File: config.mk
export PLATFORM = sky130hd
export DESIGN_NAME = byte_order_serializer
export DESIGN_NICKNAME = d
export VERILOG_FILES = /design/src/rtl/byte_order_serializer.sv
export SDC_FILE = /design/constraint.sdc
export NUM_CORES = 1
export LEC_CHECK = 0
export BUFFER_PORTS_ARGS = -buffer_cell sky130_fd_sc_hd__buf_4
export CAP_MARGIN = 25
export CORE_MARGIN = 10
export CORE_UTILIZATION = 50
export DETAILED_ROUTE_END_ITERATION = 16
export PLACE_DENSITY = 0.78
export SYNTH_ARGS = -nofsm -noshare
export SYNTH_HDL_FRONTEND = slang
export SYNTH_SLANG_ARGS = --single-unit
File: constraint.sdc
create_clock -name clk -period 2.9 [get_ports clk]
set_clock_uncertainty 0.05 [all_clocks]
set_input_delay 0.435 -clock clk [delete_from_list [all_inputs] [get_ports clk]]
set_output_delay 0.435 -clock clk [all_outputs]
set_load 0.02 [all_outputs]
File: src/rtl/byte_order_serializer.sv
module byte_order_serializer (
  input  logic        clk,
  input  logic        rst,
  input  logic        dw_valid,
  output logic        dw_ready,
  input  logic [63:0] dw_data,
  input  logic        port_is32,
  input  logic [1:0]  order_mode,
  input  logic        desc_start,
  output logic        byte_valid,
  input  logic        byte_ready,
  output logic [7:0]  byte_data,
  output logic        order_err
);
  localparam logic [1:0] MODE_BIG = 2'b10;

  logic [63:0] hold;
  logic [2:0]  cnt;
  logic [2:0]  idx;
  logic        busy;
  logic [1:0]  act_mode;
  logic        err;

  wire take = dw_valid && !busy;
  wire give = busy && byte_ready;

  assign dw_ready   = !busy;
  assign byte_valid = busy;
  assign order_err  = err;

  always_comb begin
    if (act_mode[1])      idx = ~cnt;
    else if (act_mode[0]) idx = cnt;
    else                  idx = cnt ^ 3'd4;
  end

  assign byte_data = hold[{idx, 3'b000} +: 8];

  always_ff @(posedge clk) begin
    if (rst) begin
      cnt      <= 3'd0;
      busy     <= 1'b0;
      act_mode <= MODE_BIG;
      err      <= 1'b0;
      hold     <= 64'd0;
    end else begin
      if (desc_start && !busy) begin
        if (order_mode == 2'b00 && !port_is32) begin
          act_mode <= MODE_BIG;
          err      <= 1'b1;
        end else begin
          act_mode <= order_mode;
        end
      end
      if (take) begin
        hold <= dw_data;
        busy <= 1'b1;
        cnt  <= 3'd0;
      end else if (give) begin
        cnt <= cnt + 3'd1;
        if (cnt == 3'd7) busy <= 1'b0;
      end
    end
  end
endmodule


After elaboration in Yosys (flattened, before gate mapping)
Cells that the tools add are included.
{ "word_totals": {"input_bits": 72, "ff_bits": 71} }
{ "classes": {"addsub": 1, "n_shift": 1, "n_reduce_logical": 12, "n_eq_ne": 1, "n_mux": 6, "n_bitwise": 2} }
{ "ops": {"columns": ["op", "count"], "rows": [
  ["64-bit by 7-bit variable part select with 8-bit output", 1],
  ["3-bit 2-to-1 mux", 2],
  ["1-bit logical AND", 4],
  ["2-bit AND reduction", 2],
  ["2-bit nonzero test", 2],
  ["3-bit by 1-bit adder with 3-bit output (second input constant)", 1],
  ["3-bit == test (second input constant)", 1],
  ["1-bit 2-to-1 mux", 3],
  ["3-bit inverter", 1],
  ["1-bit zero test", 2],
  ["2-bit zero test", 1],
  ["2-bit 2-to-1 mux", 1],
  ["2-bit OR reduction", 1],
  ["1-bit inverter", 1]
]} }

Depth between registers and ports, before layout
Gate-level depths: netlist of run 1.
{ "depth": {"depth_word": 4, "depth_mapped": 6, "mapped_depth_nobuf": 5} }

Worst setup path after synthesis of run 1
No wires, ideal clock.
{ "synth_path": {"path_type": "register -> output", "startpoint": "reg act_mode[1]", "endpoint": "out byte_data[5]", "slack_ps": 919, "arrival_ps": 1496, "n_path_buf": 2, "stages_incl_launch_ff": 7, "t_required_ps": 2415, "path_cell_list": "dfxtp_1 > buf_4 > nand2b_1 > xnor2_2 > buf_4 > a21oi_1 > a22oi_1"} }
{ "synth_between": {"elab_chain_cells": 2} }
{ "synth_lines": {"columns": ["item", "line_no", "text"], "rows": [
  ["from (decl)", "21", "logic [1:0] act_mode;"],
  ["from (signal assigned)", "52", "act_mode <= order_mode;"],
  ["3-bit 2-to-1 mux", "32", "if (act_mode[1]) idx = ~cnt;"],
  ["64-bit by 7-bit variable part select with 8-bit output", "37", "assign byte_data = hold[{idx, 3'b000} +: 8];"],
  ["to (decl)", "12", "output logic [7:0] byte_data,"]
]} }
Every way passes these cells.

Worst setup path after layout of run 1
{ "layout_path": {"startpoint": "reg cnt[1]", "endpoint": "out byte_data[6]"} }
{ "layout_between": {"elab_chain_cells": 3, "word_cells_on_any_way": 4, "classes_between": "shift: 1; mux: 2; bitwise: 1"} }
{ "layout_lines": {"columns": ["item", "line_no", "text"], "rows": [
  ["from (decl)", "18", "logic [2:0] cnt;"],
  ["from (signal assigned)", "60", "cnt <= cnt + 3'd1;"],
  ["3-bit 2-to-1 mux / 3-bit inverter (equally long branches)", "33, 32", null],
  ["3-bit 2-to-1 mux (*)", "32", null],
  ["64-bit by 7-bit variable part select with 8-bit output (*)", "37", null]
]} }
Every way passes the cells marked *; elsewhere a longest branch is shown, timed or not.

==> impl_metrics.json, run 1 <==
{
  "outcome": "finished clean",
  "ctsResizeCount": 0,
  "placed_cell_area_mm2": 0.00415,
  "seq_area_frac_synth_pct": 40.4,
  "routedWlPerCell_um": 15.4,
  "worstPathCellList": "buf_4, mux4_1, mux2i_1, a22oi_1, buf_4",
  "port_buffers": 82,
  "cts_root_buf": "clkbuf_8",
  "dp_cells": 559,
  "peakVddDrop_mv": 0.234,
  "post-place-ws_ns": 0.553,
  "synth_top_flop_cell": "dfxtp_1",
  "yosysMostFrequentCell": "nand2_1",
  "stdcell_count": 575,
  "syn_inst": 407,
  "synth_area_leader_cell": "dfxtp_1",
  "drive_gt1_share_pct": 24.8,
  "antenna_found_initial": 0,
  "synth-edff-count": 0,
  "cts_tree": "yes",
  "num_io_pins": 83,
  "fp-row-count": 30,
  "clk_latency_ns": 0.34,
  "grt_max_degree": 72,
  "die_area_mm2": 0.0108,
  "post-cts-setup-buffer-count": 0,
  "synth_area_leaders": "dfxtp_1, nand2_1, a21oi_1",
  "fp.dieW_um": 104,
  "drv_slew": 0,
  "p_total_mw": 2.16,
  "cp.required_ns": 2.41,
  "p_leak_nw": 1.73,
  "crit_fanout": 21,
  "antenna_cells": 0,
  "final.period_utilization_pct": 93.9,
  "worst_setup_path_start_kind": "flip-flop",
  "finalWeightedCongestion": 0.823,
  "fin_tns_setup_ns": 0,
  "setup_violations": 0,
  "setup_slack_ns": 0.176,
  "drtAntennaViolNets": 0,
  "first_iter_violations": 148,
  "first_pass_iters": 4,
  "fillers": 583,
  "critPathKind": "flip-flop to output pin",
  "max_stage_delay_ns": 0.59,
  "ys_seq_elements": 71,
  "cp.arrival_ns": 2.24,
  "hold_class": "primary input to flip-flop",
  "gr-total-overflow": 0,
  "relSlewSlack_pct": 52.7,
  "maxCapViolations": 0,
  "cts_sinks": 71,
  "grt_use_total_pct": 16.1,
  "area_growth_pct": 22.9,
  "final_area_mm2": 0.00433,
  "htree_levels": 3,
  "synthArstFlopShare_pct": 0,
  "syn_nets": 481,
  "power.density_mw_per_mm2": 499,
  "synth.avg_cell_area_um2": 8.65,
  "wirelength_um": 8830,
  "synth.top_cell.area_share_pct": 40.4,
  "fin_crit_ns": 2.72,
  "synth_commonest_cells": "nand2_1, a21oi_1, dfxtp_1, mux2i_1, buf_2",
  "hold_viol_final": 0,
  "timing.fmax_mhz": 367,
  "grt_pass1_vias": 3042,
  "drc": 0,
  "tightest_slew_ns": 0.710,
  "die_y_um": 104,
  "initial_core_util_pct": 51.5,
  "fin_nets": 548,
  "yosysWarnings": 0,
  "dpl.hpwl_um": 6560,
  "netlist_area_mm2": 0.00352,
  "cts_buffers": 9,
  "rsz0062_at_grt": "false",
  "ys_types": 33,
  "cpMaxStageDelayCell": "mux4_1",
  "vias": 3090,
  "path_common_cell": "buf_4",
  "crit_path_end_kind": "output pin",
  "cts_hold_buf": 0,
  "grt_pass1_wl_um": 14500,
  "path_clk_slew_ns": 0.07,
  "clock_path_buffers": 2,
  "core-area_mm2": 0.00683,
  "viasPerCell": 5.37
}
==> routing by layer <==
metal  wire length, µm  GRT usage, %
met5                 0             0
met4               158          4.77
met3               510          5.82
met2              4290          25.9
met1              3870          19.7
==> state kept, by name, summed over array words and instances (netlist names) <==
register and count:
act_mode 2, byte_valid 1, cnt 3, hold 64
order_err 1
==> path summary, 6_finish.rpt <==
kind | from | end | slack [ns] | depth (start not counted)
worst max-delay path | cnt[1] | byte_data[6] | 0.18 | 5
worst min-delay path | dw_data[52] | hold[52] | 0.28 | 3
worst max register to register | cnt[1] | cnt[2] | 1.02 | 6
worst min register to register | hold[44] | hold[44] | 0.41 | 2
==> power breakdown <==
part / internal, mW / total, mW / leakage [nW] / switching, mW
clock network: 0.355 / 0.713 / 0.0894 / 0.358
logic: 0.185 / 0.361 / 1.06 / 0.176
registers: 1.03 / 1.08 / 0.583 / 0.0496
==> stage by stage <==
| stage | hold slack (ns) | utilization, % |
|---|---|---|
| 5_1_grt | 0.266 | 63.3 |
| 2_1_floorplan | 0.386 | - |
| 4_1_cts | 0.279 | 63.3 |
| 3_3_place_gp | 0.393 | 60.8 |
| 6_report | 0.282 | 63.3 |
| 3_5_place_dp | 0.402 | 60.8 |
==> worst max-delay path: cells and delay by family (launching register included) <==
| kind | cells | cell delay [ns] |
|---|---|---|
| multiplexers | 2 | 0.79 |
| buffers and inverters | 2 | 0.51 |
| flip-flops | 1 | 0.48 |
| AO/OA/AOI/OAI | 1 | 0.12 |
==> final cells by class <==
type	instances	area, µm²	share of cell area (%)
Clock inverter	3	17.5	0.405
Timing Repair Buffer	88	698	16.1
Inverter	2	7.51	0.174
Sequential cell	71	1420	32.9
Clock buffer	13	159	3.67
Tap cell	96	120	2.78
Multi-Input combinational cell	302	1900	44.0
==> cells by family after synthesis <==
family / Yosys count / synth area share (%)
muxes: 44 / 19.0
buffers and inverters: 34 / 5.86
AOI/OAI and AO/OA: 101 / 15.7
and+or+nand+nor: 153 / 17.6
xor gates and xnor gates: 2 / 0.711
adders and majority gates: 2 / 0.711
DFF: 71 / 40.4
==> cells in the final DEF (no fill, tap or decap), drive strengths merged, types with 2 or more instances in the layout <==
cell,instances
nand2,131
buf,88
a21oi,81
dfxtp,71
mux2i,26
mux4,16
clkbuf,13
a22oi,7
o22ai,7
nand2b,6
nor2,6
nor3b,4
nand3,2
inv,2
mux2,2
ha,2
clkinv,2
nor2b,2
(Power assumes the default switching activity.)
==> run 2, diff against run 1 <==
Settings changed: ABC_AREA from default to 1, PLACE_DENSITY 0.78 to 0.79.
==> run 2 against run 1 <==
Routed wire length is 0.71% higher. Via count is 4.8% higher. Register-to-register slack better by 0.17 ns. Global-route usage is 1.5 points higher. Sequential power hardly changed. Highest routed layer unchanged.
==> impl_metrics.json, run 2 <==
{
  "synth_simple_gate_area_share_pct": 23.2,
  "vias": 3239,
  "cts_root_buf": "clkbuf_8",
  "synth_commonest_cells": "nand2_1, dfxtp_1, o21ai_0, inv_1, nand3_1",
  "viasPerCell": 5.19,
  "outcome": "finished clean",
  "gr-total-overflow": 0,
  "grt_use_total_pct": 17.6,
  "rsz0062_at_grt": "false",
  "seq_area_frac_synth_pct": 43.5,
  "drv_slew": 0,
  "synth_fa_ha_area_share_pct": 0.766,
  "wl_met1_um": 3750,
  "ctsResizeCount": 0,
  "synth_area_leader_cell": "dfxtp_1",
  "ys_seq_elements": 71,
  "top_layer": "met4",
  "fp-row-count": 29,
  "synthArstFlopShare_pct": 0,
  "critPathKind": "flip-flop to output pin",
  "synth_mux_area_share_pct": 0,
  "synth_top_flop_cell": "dfxtp_1",
  "port_buffers": 82,
  "clk_latency_ns": 0.34,
  "synth-xor-area-share_pct": 1.26,
  "peakVddDrop_mv": 0.428,
  "path_clk_slew_ns": 0.07,
  "area_growth_pct": 26.3,
  "relSlewSlack_pct": 45.0,
  "dr_wl_met2_um": 4340,
  "drc": 0,
  "yosysMostFrequentCell": "nand2_1",
  "core-area_mm2": 0.00635,
  "cts_sinks": 71,
  "syn_inst": 472,
  "finalWeightedCongestion": 0.873,
  "dpl.hpwl_um": 6580,
  "timing.fmax_mhz": 367,
  "fin_util_pct": 65.0,
  "die_area_mm2": 0.0102,
  "r2r_end": "hold[31]",
  "num_io_pins": 83,
  "cts_tree": "yes",
  "hold_viol_final": 0,
  "final.period_utilization_pct": 94.0,
  "clock_path_buffers": 2,
  "synth_top_family_by_area": "simple AND/OR/NAND/NOR gates",
  "r2r_start": "byte_valid",
  "tightest_slew_ns": 0.822,
  "r2r_slack_ns": 1.19,
  "fin_nets": 617,
  "drtAntennaViolNets": 0,
  "largest_register_ffs": 64,
  "cts_hold_buf": 0,
  "fin_tns_setup_ns": 0,
  "worst_setup_path_start_kind": "flip-flop",
  "top_register": "hold",
  "first_iter_violations": 176,
  "hold_class": "primary input to flip-flop",
  "fin_crit_ns": 2.73,
  "power.density_mw_per_mm2": 572,
  "final_cell_mix": "buf_4, nand2_1, dfxtp_1",
  "fillers": 575,
  "synth_area_leaders": "dfxtp_1, o21ai_0, nand3_1",
  "setup_violations": 0,
  "wirelength_um": 8890,
  "p_leak_nw": 1.96,
  "crit_path_end_kind": "output pin",
  "rr_worst_depth": 5,
  "syn_nets": 546,
  "fp.dieW_um": 101,
  "final_common_cell": "buf_4",
  "grt_pass1_wl_um": 14700,
  "cp.arrival_ns": 2.24,
  "post-cts-setup-buffer-count": 0,
  "ys_types": 19,
  "initial_core_util_pct": 51.4,
  "yosysWarnings": 0,
  "synth-edff-count": 0,
  "reg_top3": "hold (64), cnt (3), act_mode (2)",
  "crit_path_end": "byte_data[1]",
  "drive_gt1_share_pct": 19.9,
  "maxCapViolations": 0,
  "antenna_found_initial": 0,
  "grt_pass1_vias": 3228,
  "dr_wl_met3_um": 649,
  "grt_max_degree": 44,
  "netlist_area_mm2": 0.00327,
  "crit_fanout": 24,
  "antenna_cells": 0,
  "cts_buffers": 9,
  "critPathLaunch": "act_mode[1]",
  "routedWlPerCell_um": 14.2,
  "die_y_um": 101,
  "htree_levels": 3,
  "first_pass_iters": 4,
  "synth_compound_gate_area_share_pct": 19.9,
  "synth.avg_cell_area_um2": 6.92,
  "synth.top_cell.area_share_pct": 43.5,
  "cp.required_ns": 2.41
}
run 2: routing by layer:
layer | vias up | global-route usage, %
met5 | - | 0
met4 | 0 | 5.54
met3 | 13 | 7.27
met2 | 91 | 29.0
met1 | 1462 | 20.3
li1 | 1673 | -
run 2: critical path, cell delays in order, from the launching register on:
cell	delay (ns)
dfxtp_1	0.47
inv_2	0.10
nand2_2	0.07
nand2_1	0.48
nand2_1	0.25
nand3_1	0.12
nand2_1	0.11
nand2_1	0.06
nand2_1	0.08
buf_4	0.14
run 2: how the worst min path moves through the flow:
| stage | cells after the start | slack (ns) | start | to |
|---|---|---|---|---|
| floorplan | 2 | 0.38 | hold[16] | hold[16] |
| CTS | 2 | 0.19 | rst | order_err |
| detailed placement | 2 | 0.39 | order_err | order_err |
| finish | 2 | 0.20 | rst | order_err |
| global placement | 2 | 0.39 | order_err | order_err |
| global route | 2 | 0.20 | rst | order_err |
run 2: stage by stage:
step,instances,hold slack [ns],cell area [µm²],total power [mW],setup slack (ns)
floorplan,472,0.380,3270,1.40,1.11
global placement,608,0.388,3920,1.58,0.533
detailed placement,609,0.392,3930,1.59,0.564
CTS,624,0.193,4130,2.37,0.190
global route,624,0.196,4130,2.48,0.0191
finish,624,0.197,4130,2.36,0.173
run 2: logic make-up after synthesis:
family | Yosys count
AOI/OAI and AO/OA | 129
xor gates and xnor gates | 3
adders and majority gates | 2
buffers and inverters | 95
DFF | 71
and+or+nand+nor | 172
run 2: layout make-up:
cell class | instances | area [µm²] | share of cell area (%)
tap | 77 | 96.3 | 2.34
clock inverter | 3 | 42.5 | 1.03
multi-input combinational | 306 | 1480 | 35.8
inverter | 65 | 244 | 5.91
clock buffer | 12 | 155 | 3.76
timing repair buffer | 90 | 688 | 16.7
sequential | 71 | 1420 | 34.5
run 2: power breakdown:
part	switching [mW]	total (mW)	internal [mW]
Combinational	0.289	0.496	0.207
Clock	0.354	0.792	0.438
Sequential	0.0243	1.07	1.05
Total	0.667	2.36	1.69
